==> config.mk <==
export PLATFORM = sky130hd
export DESIGN_NAME = ulpi_pwr_seq
export DESIGN_NICKNAME = d
export VERILOG_FILES = /design/src/rtl/ulpi_pwr_pkg.sv /design/src/rtl/ulpi_pwr_sync.sv /design/src/rtl/ulpi_rst_timer.sv /design/src/rtl/ulpi_fctl_reset.sv /design/src/rtl/ulpi_pwr_fsm.sv /design/src/rtl/ulpi_pwr_seq.sv
export SDC_FILE = /design/constraint.sdc
export NUM_CORES = 1
export LEC_CHECK = 0
export BUFFER_PORTS_ARGS = -buffer_cell sky130_fd_sc_hd__buf_4
export CORE_UTILIZATION = 42
export CTS_CLUSTER_SIZE = 12
export DETAILED_ROUTE_END_ITERATION = 12
export HOLD_SLACK_MARGIN = 0.02
export PLACE_DENSITY = 0.73
export SYNTH_ARGS = -nofsm -noshare
export SYNTH_HDL_FRONTEND = slang
export SYNTH_HIERARCHICAL = 1
export SYNTH_SLANG_ARGS = --single-unit
==> constraint.sdc <==
create_clock -name clk -period 1.6 [get_ports clk]
set_input_delay 0.08 -clock clk [delete_from_list [all_inputs] [get_ports clk]]
set_output_delay 0.08 -clock clk [all_outputs]
set_load 0.02 [all_outputs]
==> src/rtl/ulpi_pwr_pkg.sv <==
package ulpi_pwr_pkg;

    // Function-control register location and its self-clearing reset bit
    localparam int FCTL_ADDR = 4;
    localparam int RESET_BIT = 5;

    typedef enum logic [2:0] {
        ST_OFF       = 3'd0,
        ST_PLL_WAIT  = 3'd1,
        ST_RESETTING = 3'd2,
        ST_RXCMD     = 3'd3,
        ST_READY     = 3'd4
    } pwr_state_e;

endpackage

==> src/rtl/ulpi_pwr_sync.sv <==
module ulpi_pwr_sync #(
    parameter int STAGES = 2,
    parameter int WIDTH  = 3
) (
    input  logic             clk,
    input  logic             rst_n,
    input  logic [WIDTH-1:0] d,
    output logic [WIDTH-1:0] q
);

    logic [STAGES-1:0][WIDTH-1:0] chain;

    generate
        if (STAGES == 1) begin : g_single
            always_ff @(posedge clk or negedge rst_n) begin
                if (!rst_n) chain <= '0;
                else        chain <= d;
            end
        end else begin : g_multi
            always_ff @(posedge clk or negedge rst_n) begin
                if (!rst_n) chain <= '0;
                else        chain <= {chain[STAGES-2:0], d};
            end
        end
    endgenerate

    assign q = chain[STAGES-1];

endmodule

==> src/rtl/ulpi_rst_timer.sv <==
module ulpi_rst_timer #(
    parameter int CYCLES = 16
) (
    input  logic clk,
    input  logic rst_n,
    input  logic run,
    input  logic restart,
    output logic done
);

    localparam int             CW   = (CYCLES > 1) ? $clog2(CYCLES + 1) : 1;
    localparam logic [CW-1:0]  LAST = CW'(CYCLES - 1);

    logic [CW-1:0] cnt;

    always_ff @(posedge clk or negedge rst_n) begin
        if (!rst_n)                cnt <= '0;
        else if (!run || restart)  cnt <= '0;
        else if (cnt != LAST)      cnt <= cnt + 1'b1;
    end

    // A write landing in the last cycle wins over expiry
    assign done = run && !restart && (cnt == LAST);

endmodule

==> src/rtl/ulpi_fctl_reset.sv <==
module ulpi_fctl_reset
    import ulpi_pwr_pkg::*;
#(
    parameter int ADDR_W = 6,
    parameter int DATA_W = 8
) (
    input  logic              clk,
    input  logic              rst_n,
    input  logic              accept,
    input  logic              wr,
    input  logic [ADDR_W-1:0] addr,
    input  logic [DATA_W-1:0] wdata,
    input  logic              clear,
    output logic              rst_bit,
    output logic              hit
);

    localparam logic [DATA_W-1:0] RST_MASK = DATA_W'(1) << RESET_BIT;

    assign hit = accept && wr && (addr == ADDR_W'(FCTL_ADDR)) && |(wdata & RST_MASK);

    always_ff @(posedge clk or negedge rst_n) begin
        if (!rst_n)       rst_bit <= 1'b0;
        else if (!accept) rst_bit <= 1'b0;
        else if (hit)     rst_bit <= 1'b1;
        else if (clear)   rst_bit <= 1'b0;
    end

endmodule

==> src/rtl/ulpi_pwr_fsm.sv <==
module ulpi_pwr_fsm
    import ulpi_pwr_pkg::*;
(
    input  logic clk,
    input  logic rst_n,
    input  logic supply_ok,
    input  logic pll_ok,
    input  logic rst_req,
    input  logic tmr_done,
    output logic dir,
    output logic clk_en,
    output logic pins_oe,
    output logic rxcmd_req,
    output logic tmr_run,
    output logic rst_clear
);

    pwr_state_e state, state_nx;

    always_ff @(posedge clk or negedge rst_n) begin
        if (!rst_n) state <= ST_OFF;
        else        state <= state_nx;
    end

    always_comb begin
        state_nx = state;
        unique case (state)
            ST_OFF:       if (supply_ok) state_nx = ST_PLL_WAIT;
            ST_PLL_WAIT:  if (pll_ok)    state_nx = ST_RESETTING;
            ST_RESETTING: if (tmr_done)  state_nx = ST_RXCMD;
            ST_RXCMD:                    state_nx = ST_READY;
            ST_READY:     if (rst_req)   state_nx = ST_RESETTING;
            default:                     state_nx = ST_OFF;
        endcase
        if (!supply_ok) state_nx = ST_OFF;
    end

    always_comb begin
        dir       = 1'b0;
        clk_en    = 1'b0;
        pins_oe   = 1'b1;
        rxcmd_req = 1'b0;
        tmr_run   = 1'b0;
        rst_clear = 1'b0;
        unique case (state)
            ST_OFF:       pins_oe = 1'b0;
            ST_PLL_WAIT:  dir = 1'b1;
            ST_RESETTING: begin
                dir       = 1'b1;
                clk_en    = 1'b1;
                tmr_run   = 1'b1;
                rst_clear = tmr_done;
            end
            ST_RXCMD: begin
                clk_en    = 1'b1;
                rxcmd_req = 1'b1;
            end
            ST_READY:     clk_en = 1'b1;
            default:      pins_oe = 1'b0;
        endcase
    end

endmodule

==> src/rtl/ulpi_pwr_seq.sv <==
module ulpi_pwr_seq
    import ulpi_pwr_pkg::*;
#(
    parameter int RST_CYCLES  = 16,
    parameter int SYNC_STAGES = 2,
    parameter int ADDR_W      = 6,
    parameter int DATA_W      = 8,
    parameter int LS_W        = 2
) (
    input  logic              clk,
    input  logic              rst_n,
    input  logic              pwr_good,
    input  logic              chip_sel,
    input  logic              pll_locked,
    input  logic              reg_wr,
    input  logic [ADDR_W-1:0] reg_addr,
    input  logic [DATA_W-1:0] reg_wdata,
    input  logic [LS_W-1:0]   line_state,
    output logic              dir,
    output logic              clk_out_en,
    output logic              pins_oe,
    output logic              rst_bit,
    output logic              rxcmd_req,
    output logic [LS_W-1:0]   rxcmd_ls
);

    logic [2:0] lvl_sync;
    logic       supply_ok, pll_ok;
    logic       tmr_run, tmr_done, rst_clear, wr_hit, accept;

    ulpi_pwr_sync #(.STAGES(SYNC_STAGES), .WIDTH(3)) u_sync (
        .clk   (clk),
        .rst_n (rst_n),
        .d     ({pll_locked, chip_sel, pwr_good}),
        .q     (lvl_sync)
    );

    assign supply_ok = lvl_sync[0] && lvl_sync[1];
    assign pll_ok    = lvl_sync[2];
    // Pins are ignored in power-down and on the edge that enters it
    assign accept    = supply_ok && pins_oe;

    ulpi_fctl_reset #(.ADDR_W(ADDR_W), .DATA_W(DATA_W)) u_fctl (
        .clk     (clk),
        .rst_n   (rst_n),
        .accept  (accept),
        .wr      (reg_wr),
        .addr    (reg_addr),
        .wdata   (reg_wdata),
        .clear   (rst_clear),
        .rst_bit (rst_bit),
        .hit     (wr_hit)
    );

    ulpi_rst_timer #(.CYCLES(RST_CYCLES)) u_timer (
        .clk     (clk),
        .rst_n   (rst_n),
        .run     (tmr_run),
        .restart (wr_hit),
        .done    (tmr_done)
    );

    ulpi_pwr_fsm u_fsm (
        .clk       (clk),
        .rst_n     (rst_n),
        .supply_ok (supply_ok),
        .pll_ok    (pll_ok),
        .rst_req   (rst_bit),
        .tmr_done  (tmr_done),
        .dir       (dir),
        .clk_en    (clk_out_en),
        .pins_oe   (pins_oe),
        .rxcmd_req (rxcmd_req),
        .tmr_run   (tmr_run),
        .rst_clear (rst_clear)
    );

    assign rxcmd_ls = rxcmd_req ? line_state : '0;

endmodule

=== Yosys cells after proc, flatten, opt, wreduce, memory -nomap -nowiden ===
Cells that the tools add are included.
Widths: inputs -> output; s select.

* Output and inout port bits: 7
* Bits in registers: 15
* Memories kept: 0
* Memory bits (read-only): 0
* Bits in writable memories: 0
* Word-level logic and storage cells: 50
* Latch bits: 0
* Input port bits: 22

* Reduce and logical (&&, ||, !) cells: 16
* Mux-type cells: 17
* Divide/modulo/power cells: 0
* $lt $le $gt $ge: 0
* Eq/ne operators: 11
* Bitwise gates (word level): 0
* $mul: 0
* Shift operators: 0
* Add/subtract/negate cells: 1

{| class="wikitable"
|+ Operator list
! operator !! number
|-
| $pmux 3 s5 || 1
|-
| $mux 3 || 4
|-
| $mux 5 || 2
|-
| $mux 1 || 9
|-
| $logic_and 1x1->1 || 7
|-
| $eq 3x2->1 const B || 2
|-
| $eq 6x3->1 const B || 1
|-
| $ne 3x2->1 const B || 2
|-
| $ne 3x3->1 const B || 2
|-
| $add 5x1->5 const B || 1
|-
| $eq 5x4->1 const B || 1
|-
| $ne 5x4->1 const B || 1
|-
| $reduce_or 4->1 || 1
|-
| $eq 3x1->1 const B || 1
|-
| $eq 3x3->1 const B || 1
|-
| $logic_not 3->1 || 1
|-
| $reduce_and 3->1 || 1
|-
| $reduce_or 3->1 || 1
|-
| $logic_not 1->1 || 2
|-
| $mux 2 || 1
|-
| $reduce_bool 2->1 || 1
|-
| $reduce_or 2->1 || 1
|-
| $logic_or 1x1->1 || 1
|}

=== Longest topological paths before layout ===
Gate-level depths: netlist of run 1.

* Word-level depth: 14
* Depth in mapped cells: 10
* Gate-level depth less buffers: 10

=== Cells and area by module ===
Netlist of run 1, hierarchy kept.

{| class="wikitable"
|+ By module, submodules not included
! module !! cells an instance !! area each (um^2) !! seq. area each (um^2) !! instances
|-
| ulpi_rst_timer || 26 || 281.5 || 125.1 || 1
|-
| ulpi_pwr_fsm || 22 || 193.9 || 75.1 || 1
|-
| ulpi_pwr_sync || 9 || 172.7 || 150.1 || 1
|-
| ulpi_fctl_reset || 8 || 78.8 || 25.0 || 1
|-
| ulpi_pwr_seq || 4 || 25.0 || 0.0 || 1
|}

=== Worst setup path after synthesis of run 1 ===
OpenSTA, ideal clock, no wires.

* Path type: flip-flop to flip-flop
* Start: register u_fsm.state[1]
* End: register u_fsm.state[0]
* Slack: -0.379 ns
* Arrival: 1.858 ns
* Period minus slack after synthesis: 1.979 ns
* Stages on the path, launching flop included: 11
* Required time: 1.480 ns
* Library setup time: 0.120 ns
* Path buffers: 0
* Cells stage by stage: dfrtp_1 nor2_1 xnor2_1 and3_1 inv_1 nor2_1 nand2b_1 nor2_1 nor2b_1 o22ai_1 and3b_2

* Word-level cells in the longest chain between the ends: 12
* Elaborated cells between the ends (all ways): 21
* Classes of those cells: eq/ne (7); mux (4); reduce/logical (10)

{| class="wikitable"
|+ RTL lines
! what !! RTL line !! RTL
|-
| from (decl) || ulpi_pwr_fsm.sv:18 || <nowiki>pwr_state_e state, state_nx;</nowiki>
|-
| from (signal assigned) || ulpi_pwr_fsm.sv:22 || <nowiki>else state <= state_nx;</nowiki>
|-
| $eq 3x2->1, or another cell as far along || ulpi_pwr_fsm.sv:45 || <nowiki>unique case (state)</nowiki>
|-
| $reduce_or 4->1 (no line) * || n/a ||
|-
| $mux 1 * || ulpi_pwr_fsm.sv:45 ||
|-
| named net pins_oe || ulpi_pwr_seq.sv:21 || <nowiki>output logic pins_oe,</nowiki>
|-
| $logic_and 1x1->1 * || ulpi_pwr_seq.sv:41 || <nowiki>assign accept = supply_ok && pins_oe;</nowiki>
|-
| named net accept || ulpi_pwr_seq.sv:29 || <nowiki>logic tmr_run, tmr_done, rst_clear, wr_hit, accept;</nowiki>
|-
| $logic_and 1x1->1 * (3 in series) || ulpi_fctl_reset.sv:20 || <nowiki>assign hit = accept && wr && (addr == ADDR_W'(FCTL_ADDR)) && |(wdata & RST_MASK);</nowiki>
|-
| named net wr_hit || ulpi_pwr_seq.sv:29 ||
|-
| $logic_not 1->1 * || ulpi_rst_timer.sv:23 || <nowiki>assign done = run && !restart && (cnt == LAST);</nowiki>
|-
| $logic_and 1x1->1 * (2 in series) || ulpi_rst_timer.sv:23 ||
|-
| named net tmr_done || ulpi_pwr_seq.sv:29 ||
|-
| $ne 3x2->1 (no line) * || n/a ||
|-
| $reduce_and 3->1 (no line) * || n/a ||
|}

Mark *: on every way through the listed nets, which the timed path passes. The rest lies on a longest branch.
A chain may end at the register's enable or synchronous reset.

=== Worst setup path in the final report of run 1 ===
* Start: register u_fsm.state[1]
* End: register u_fsm.state[0]

* Word-level cells in the longest chain between the ends: 12
* Elaborated cells between the ends (all ways): 21
* Classes of those cells: eq/ne (7); mux (4); reduce/logical (10)

{| class="wikitable"
|+ RTL lines
! what !! RTL line
|-
| $eq 3x2->1, or another cell as far along || ulpi_pwr_fsm.sv:45
|-
| $reduce_or 4->1 (no line) * || n/a
|-
| $mux 1 * || ulpi_pwr_fsm.sv:45
|-
| $logic_and 1x1->1 * || ulpi_pwr_seq.sv:41
|-
| named net accept || ulpi_pwr_seq.sv:29
|-
| $logic_and 1x1->1 * (3 in series) || ulpi_fctl_reset.sv:20
|-
| named net wr_hit || ulpi_pwr_seq.sv:29
|-
| $logic_not 1->1 * || ulpi_rst_timer.sv:23
|-
| $logic_and 1x1->1 * (2 in series) || ulpi_rst_timer.sv:23
|-
| named net tmr_done || ulpi_pwr_seq.sv:29
|-
| $ne 3x2->1 (no line) * || n/a
|-
| $reduce_and 3->1 (no line) * || n/a
|}

Marks and branches as above.

==> metrics.txt, run 1 <==
Routed WL 1550 µm; Die Height 44.3 µm; Crit-path slowest cell dfrtp_1; Die X 44.3 µm; Overflow after GRT 0; fin util 71.2%; Mapped Cells 69; crit-path cells nor2_4 -> xnor2_2 -> and3_4 -> inv_2 -> nor2_2 -> nand2b_4 -> nor2_2 -> nor2b_1 -> o22ai_1 -> and3b_2; vias in the first global route 614; fmax 599 MHz; Initial DRT Pass Iterations 4; Final WS setup -0.0703 ns; Clock Latency Late Sink 0.28 ns; pin count of the biggest net entering global routing 16; Final #Nets 131; Critical Path Start Type register; gpl congestion 0.750; Top cell by count, worst path nor2_2; CTS clock-pin slew for the worst setup and hold paths 0.09 ns; Vias/cell 4.88; failing checks setup timing; Setup TNS -0.152 ns; Residual DRC 0; Distinct cells, synth 26; max-slew violations 0; Hold Slack 0.0964 ns; Syn Std Cell Area 752 µm²; Syn Nets 93; CTS tree yes; most frequent cells in the layout 32 x buf_4, 15 x dfrtp_1, 9 x nor2_1; Place WS -0.0786 ns; first-pass GRT wire length 2570 µm; RSZ-0062 raised after global routing true; DP HPWL 1070 µm; # fillers 128; Min-Delay Path Class in -> reg; VDD IR-drop max 0.427 mV; WL/cell 12.0 µm; Synth Register Bits 15; I/O pins 29; port bufs 21; Worst slew margin 78.6%; initial antenna violation count 0; Synthesis Warnings 6; DRT iter0 DRCs 13; antenna viol nets, final 0; max incr delay on CP 0.42 ns; Pwr Total 0.703 mW; via count 634; register area 375 µm²; worst path required time 1.78 ns; Syn Area/Cell 10.9 µm²; final hold violation count 0; diode count 0; layout cell share with drive strength beyond 1 51.9%; worst-case clock buffer depth 2; skew final 0.00680 ns; Final setup viols 3; critical path endpoint category register; register area share after synthesis 49.9%; fin crit share 104%; Area growth syn-to-layout 50.9%; maxcap violations 0; H-tree depth 1; Inserted Clock Buffers 3; effective utilization at floorplan 47.2%; Leak 0.573 nW; fin crit period 1.67 ns; total core area 1590 µm²; critical path class reg -> reg; Worst Path Arrival 1.85 ns; full die area 1960 µm²; CTS sink count 15; Multi-input gate area 395 µm²; PwrDens 620 nW/µm²; total global-route track usage 18.9%; Row Count 14; root buf cell clkbuf_4; CP Max Fanout 2; status complete, but fails checks; Worst Tran Pin Value 0.317 ns; commonest non-fill, non-tap cell in the layout buf_4
## Yosys cell counts, drive strengths merged
cell,instances,share of area [%]
nor4b,2,3.2
and3b,1,1.3
dfrtp,15,50
a21oi,2,1.8
xor2,2,2.3
ha,2,3.3
nand2,2,1.0
nor2b,2,2.0
nand2b,3,2.5
mux2i,1,1.3
xnor2,3,3.5
and2,4,3.3
buf,4,4.5
and3,3,2.5
nor2,13,6.5
nand4b,1,3.2
o21a,1,1.0
o31a,1,1.2
or3b,1,1.2
o22ai,1,0.83
and4bb,1,1.7
inv,4,2.0
## flip-flops by register name, indices dropped and copies added, names as in the netlist
register	flops
u_fctl/rst_bit	1
u_timer/cnt	5
u_fsm/state	3
u_sync/q	3
u_sync/chain	3
## cell type report
cell class	count	share of cell area, %
clock buffers	3	1.98
clock inverters	1	0.441
inverters	4	1.32
multi-input cells	46	34.8
flip-flops and latches	15	33.1
well taps	24	2.65
repair buffers	37	25.7
## repair_timing
action / CTS / global route
setup buffers: 2 / 2
hold buffers: 4 / 0
hold endpoints to repair: 18 / 0
resized for setup: 1 / 9
endpoints found under the setup margin: 3 / 5
pin swaps: 4 / 6
## worst max-delay path, delay by kind of cell, from the launching register on
family | cells | cell delay (ns)
simple gates | 7 | 0.90
flops | 1 | 0.42
xor+xnor | 1 | 0.14
compound gates | 1 | 0.07
buf+inv | 1 | 0.04
## power breakdown
part           leakage (nW)  internal, mW  total [mW]  switching (mW)
logic                 0.361        0.0565      0.0939          0.0374
registers             0.195         0.389       0.394         0.00541
clock network        0.0177        0.0929       0.215           0.122
## final timing paths
check	endpoint	from	cells past startpoint	slack [ns]
setup / recovery	u_fsm/state[0]$_DFFE_PN0P_	u_fsm/state[1]$_DFFE_PN0P_	10	-0.07
hold / removal	u_fctl/rst_bit$_DFFE_PN0P_	reg_addr[4]	4	0.1
setup reg to reg	u_fsm/state[0]$_DFFE_PN0P_	u_fsm/state[1]$_DFFE_PN0P_	10	-0.07
hold reg to reg	u_sync/q[2]$_DFF_PN0_	u_sync/chain[2]$_DFF_PN0_	0	0.36
max in group asynchronous	u_timer/cnt[1]$_DFFE_PN0P_	rst_n	2	1.26
min in group asynchronous	u_timer/cnt[4]$_DFFE_PN0P_	rst_n	2	0.16
## stage by stage
step           instance area (µm²)  std cells
6_report                      1130        130
5_1_grt                       1130        130
4_1_cts                       1080        128
3_5_place_dp                   993        118
3_3_place_gp                   993        118
2_1_floorplan                  779         69
## kinds of logic (layout without fill, tap and decap cells)
group | after synthesis | in the layout | synth area share, %
AO/OA/AOI/OAI | 5 | 5 | 4.83
XOR/XNOR | 5 | 5 | 5.82
adder cells (fa/ha/maj) | 2 | 2 | 3.33
buffers and inverters | 8 | 45 | 6.49
flip-flops | 15 | 15 | 49.9
multiplexers | 1 | 1 | 1.33
AND/OR/NAND/NOR | 33 | 33 | 28.3
## per-layer routing
layer  vias to the layer above  wire, µm  track usage, %
met5                         -         0               0
met4                         0        13            12.7
li1                        303         -               -
met1                       316       636            21.3
met3                         2        37            3.67
met2                        13       866            32.4
(Power assumes the default switching activity.)
==> run 2, diff against run 1 <==
--- a/config.mk
+++ b/config.mk
@@ -6,11 +6,12 @@
 export NUM_CORES = 1
 export LEC_CHECK = 0
 export BUFFER_PORTS_ARGS = -buffer_cell sky130_fd_sc_hd__buf_4
-export CORE_UTILIZATION = 42
+export CAP_MARGIN = 15
+export CORE_UTILIZATION = 50
 export CTS_CLUSTER_SIZE = 12
 export DETAILED_ROUTE_END_ITERATION = 12
 export HOLD_SLACK_MARGIN = 0.02
-export PLACE_DENSITY = 0.73
+export PLACE_DENSITY = 0.82
 export SYNTH_ARGS = -nofsm -noshare
 export SYNTH_HDL_FRONTEND = slang
 export SYNTH_HIERARCHICAL = 1
==> constraint.sdc (replaced) <==
create_clock -name clk -period 2.04 [get_ports clk]
set_input_delay 0.102 -clock clk [delete_from_list [all_inputs] [get_ports clk]]
set_output_delay 0.102 -clock clk [all_outputs]
set_load 0.02 [all_outputs]
==> run 2 against run 1 <==
  * The flow now finishes without violations
  * Largest cell class is now sequential cells
  * Die area decreased by 15%
  * Clock power decreased by 26%
  * Combinational power decreased by 33%
  * Worst hold slack improved by 0.020 ns
  * Clock skew decreased by 0.0033 ns
  * Critical endpoint unchanged
  * Global-route usage increased by 0.60 points
==> metrics.txt, run 2 (synthesis gave the netlist of run 1 again) <==
Place WS 0.254 ns (was -0.0786 ns); critical path class reg -> reg (unchanged); Worst Tran Pin Value 0.300 ns (was 0.317 ns); Worst slew margin 80.0% (was 78.6%); status completed (was complete, but fails checks); Routed WL 1310 µm (was 1550 µm); Area growth syn-to-layout 30.8% (was 50.9%); Die X 40.8 µm (was 44.3 µm); post-CTS setup buffers 0 (was 2); Clock Latency Late Sink 0.27 ns (was 0.28 ns); port bufs 21 (unchanged); VDD IR-drop max 0.425 mV (was 0.427 mV); Overflow after GRT 0 (unchanged); max-slew violations 0 (unchanged); Die Height 40.8 µm (was 44.3 µm); reg2reg end u_fsm/state[0]$_DFFE_PN0P_ (unchanged); Critical Path Start Type register (unchanged); Final #Nets 122 (was 131); vias in the first global route 541 (was 614); total core area 1350 µm² (was 1590 µm²); first-pass GRT wire length 2050 µm (was 2570 µm); fin crit period 1.79 ns (was 1.67 ns); H-tree depth 1 (unchanged); worst-case clock buffer depth 2 (unchanged); Residual DRC 0 (unchanged); hold_sp reg_addr[4] (unchanged); R2R Setup Slk 0.25 ns (was -0.07 ns); most frequent cells in the layout 24 x buf_4, 15 x dfrtp_1, 13 x nor2_1 (was 32 x buf_4, 15 x dfrtp_1, 9 x nor2_1); fmax 559 MHz (was 599 MHz); CTS sink count 15 (unchanged); worst path required time 2.21 ns (was 1.78 ns); layout cell share with drive strength beyond 1 34.0% (was 51.9%); critical path endpoint category register (unchanged); CP Max Fanout 7 (was 2); number of flip-flops under the largest register name 5 (unchanged); I/O pins 29 (unchanged); Row Count 13 (was 14); WL/cell 11.7 µm (was 12.0 µm); commonest non-fill, non-tap cell in the layout buf_4 (unchanged); DP HPWL 991 µm (was 1070 µm); effective utilization at floorplan 55.7% (was 47.2%); Inserted Clock Buffers 3 (unchanged); root buf cell clkbuf_4 (unchanged); full die area 1660 µm² (was 1960 µm²); # fillers 103 (was 128); CTS tree yes (unchanged); RSZ-0062 raised after global routing false (was true); total global-route track usage 19.5% (was 18.9%); CTS clock-pin slew for the worst setup and hold paths 0.08 ns (was 0.09 ns); Worst Path Arrival 1.96 ns (was 1.85 ns); Worst Hold End u_fctl/rst_bit$_DFFE_PN0P_ (unchanged); maxcap violations 0 (unchanged); gpl congestion 0.730 (was 0.750); Min-Delay Path Class in -> reg (unchanged); DRT iter0 DRCs 15 (was 13); Setup TNS 0 ns (was -0.152 ns); Final WS setup 0.250 ns (was -0.0703 ns); WHS Path Cells 4 (unchanged); R2R Path Start u_timer/cnt[0]$_DFFE_PN0P_ (was u_fsm/state[1]$_DFFE_PN0P_); Hold Slack 0.117 ns (was 0.0964 ns); fin crit share 87.8% (was 104%); Vias/cell 5.02 (was 4.88); initial antenna violation count 0 (unchanged); diode count 0 (unchanged); R2R depth 8 (was 10); final hold violation count 0 (unchanged); Leak 0.515 nW (was 0.573 nW); via count 562 (was 634); Final setup viols 0 (was 3); skew final 0.00353 ns (was 0.00680 ns); PwrDens 540 nW/µm² (was 620 nW/µm²); Initial DRT Pass Iterations 3 (was 4); pin count of the biggest net entering global routing 16 (unchanged); antenna viol nets, final 0 (unchanged); largest register by flop count u_timer/cnt (unchanged)
## run 2: changes by cell type in the layout (fill, tap and decap cells not counted), moves of 2 or more
cell / before / now
nor2_2: 3 / 0
nor2_1: 9 / 13
nand2b_4: 3 / 0
nand2b_1: 0 / 3
and3_4: 2 / 0
and3_1: 1 / 3
buf_4: 32 / 24
## run 2: worst max-delay path by stage
| stage | slack [ns] | endpoint | depth (start not counted) | startpoint |
|---|---|---|---|---|
| floorplan | 0.06 | u_fsm/state[0]$_DFFE_PN0P_ | 10 | u_fsm/state[1]$_DFFE_PN0P_ |
| global placement | 0.32 | u_fsm/state[0]$_DFFE_PN0P_ | 8 | u_timer/cnt[0]$_DFFE_PN0P_ |
| detailed placement | 0.25 | u_fsm/state[0]$_DFFE_PN0P_ | 8 | u_timer/cnt[0]$_DFFE_PN0P_ |
| CTS | 0.24 | u_fsm/state[0]$_DFFE_PN0P_ | 8 | u_timer/cnt[0]$_DFFE_PN0P_ |
| global route | 0.09 | u_fsm/state[0]$_DFFE_PN0P_ | 8 | u_timer/cnt[0]$_DFFE_PN0P_ |
| finish | 0.25 | u_fsm/state[0]$_DFFE_PN0P_ | 8 | u_timer/cnt[0]$_DFFE_PN0P_ |
## run 2: metal layers
| layer | vias to the layer above | track usage, % | routed length (µm) | share of wire [%] |
|---|---|---|---|---|
| li1 | 282 | - | - | - |
| met1 | 266 | 17.8 | 506 | 39 |
| met2 | 12 | 39.5 | 751 | 57 |
| met3 | 2 | 4.89 | 44 | 3.4 |
| met4 | 0 | 7.50 | 6 | 0.46 |
| met5 | - | 0 | 0 | 0 |
## run 2: layout make-up
| cell class | count | area (µm²) | share of cell area [%] |
|---|---|---|---|
| Clock buffer | 4 | 26.3 | 2.67 |
| Sequential cell | 15 | 375 | 38.2 |
| Tap cell | 15 | 18.8 | 1.91 |
| Inverter | 4 | 15.0 | 1.53 |
| Timing Repair Buffer | 28 | 220 | 22.4 |
| Multi-Input combinational cell | 46 | 328 | 33.3 |
## run 2: repair_timing
item / 4_1_cts / 5_1_grt
endpoints found under the hold margin: 18 / 0
gates resized for setup: 0 / 0
hold buffers: 4 / 0
## run 2: stage by stage
stage,utilization (%),cell area (µm²),cells,total power [mW]
detailed placement,67.9,917,104,0.372
global placement,67.9,917,104,0.370
floorplan,-,752,69,0.338
global route,72.8,983,112,0.559
CTS,72.8,983,112,0.541
finish,72.8,983,112,0.531
## run 2: report_power, final
part | internal [mW] | leakage [nW] | total, mW | switching [mW]
clock | 0.0757 | 0.0150 | 0.159 | 0.0835
sequential | 0.305 | 0.195 | 0.308 | 0.00334
combinational | 0.0371 | 0.305 | 0.0632 | 0.0260
total | 0.418 | 0.515 | 0.531 | 0.113
## run 2: worst max-delay path, cell delays in order (launching register included)
cell,delay (ns)
dfrtp_1,0.44
ha_1,0.24
and3_1,0.18
ha_1,0.28
inv_1,0.09
nor2_1,0.05
nor2b_1,0.11
o22ai_1,0.08
and3b_2,0.21
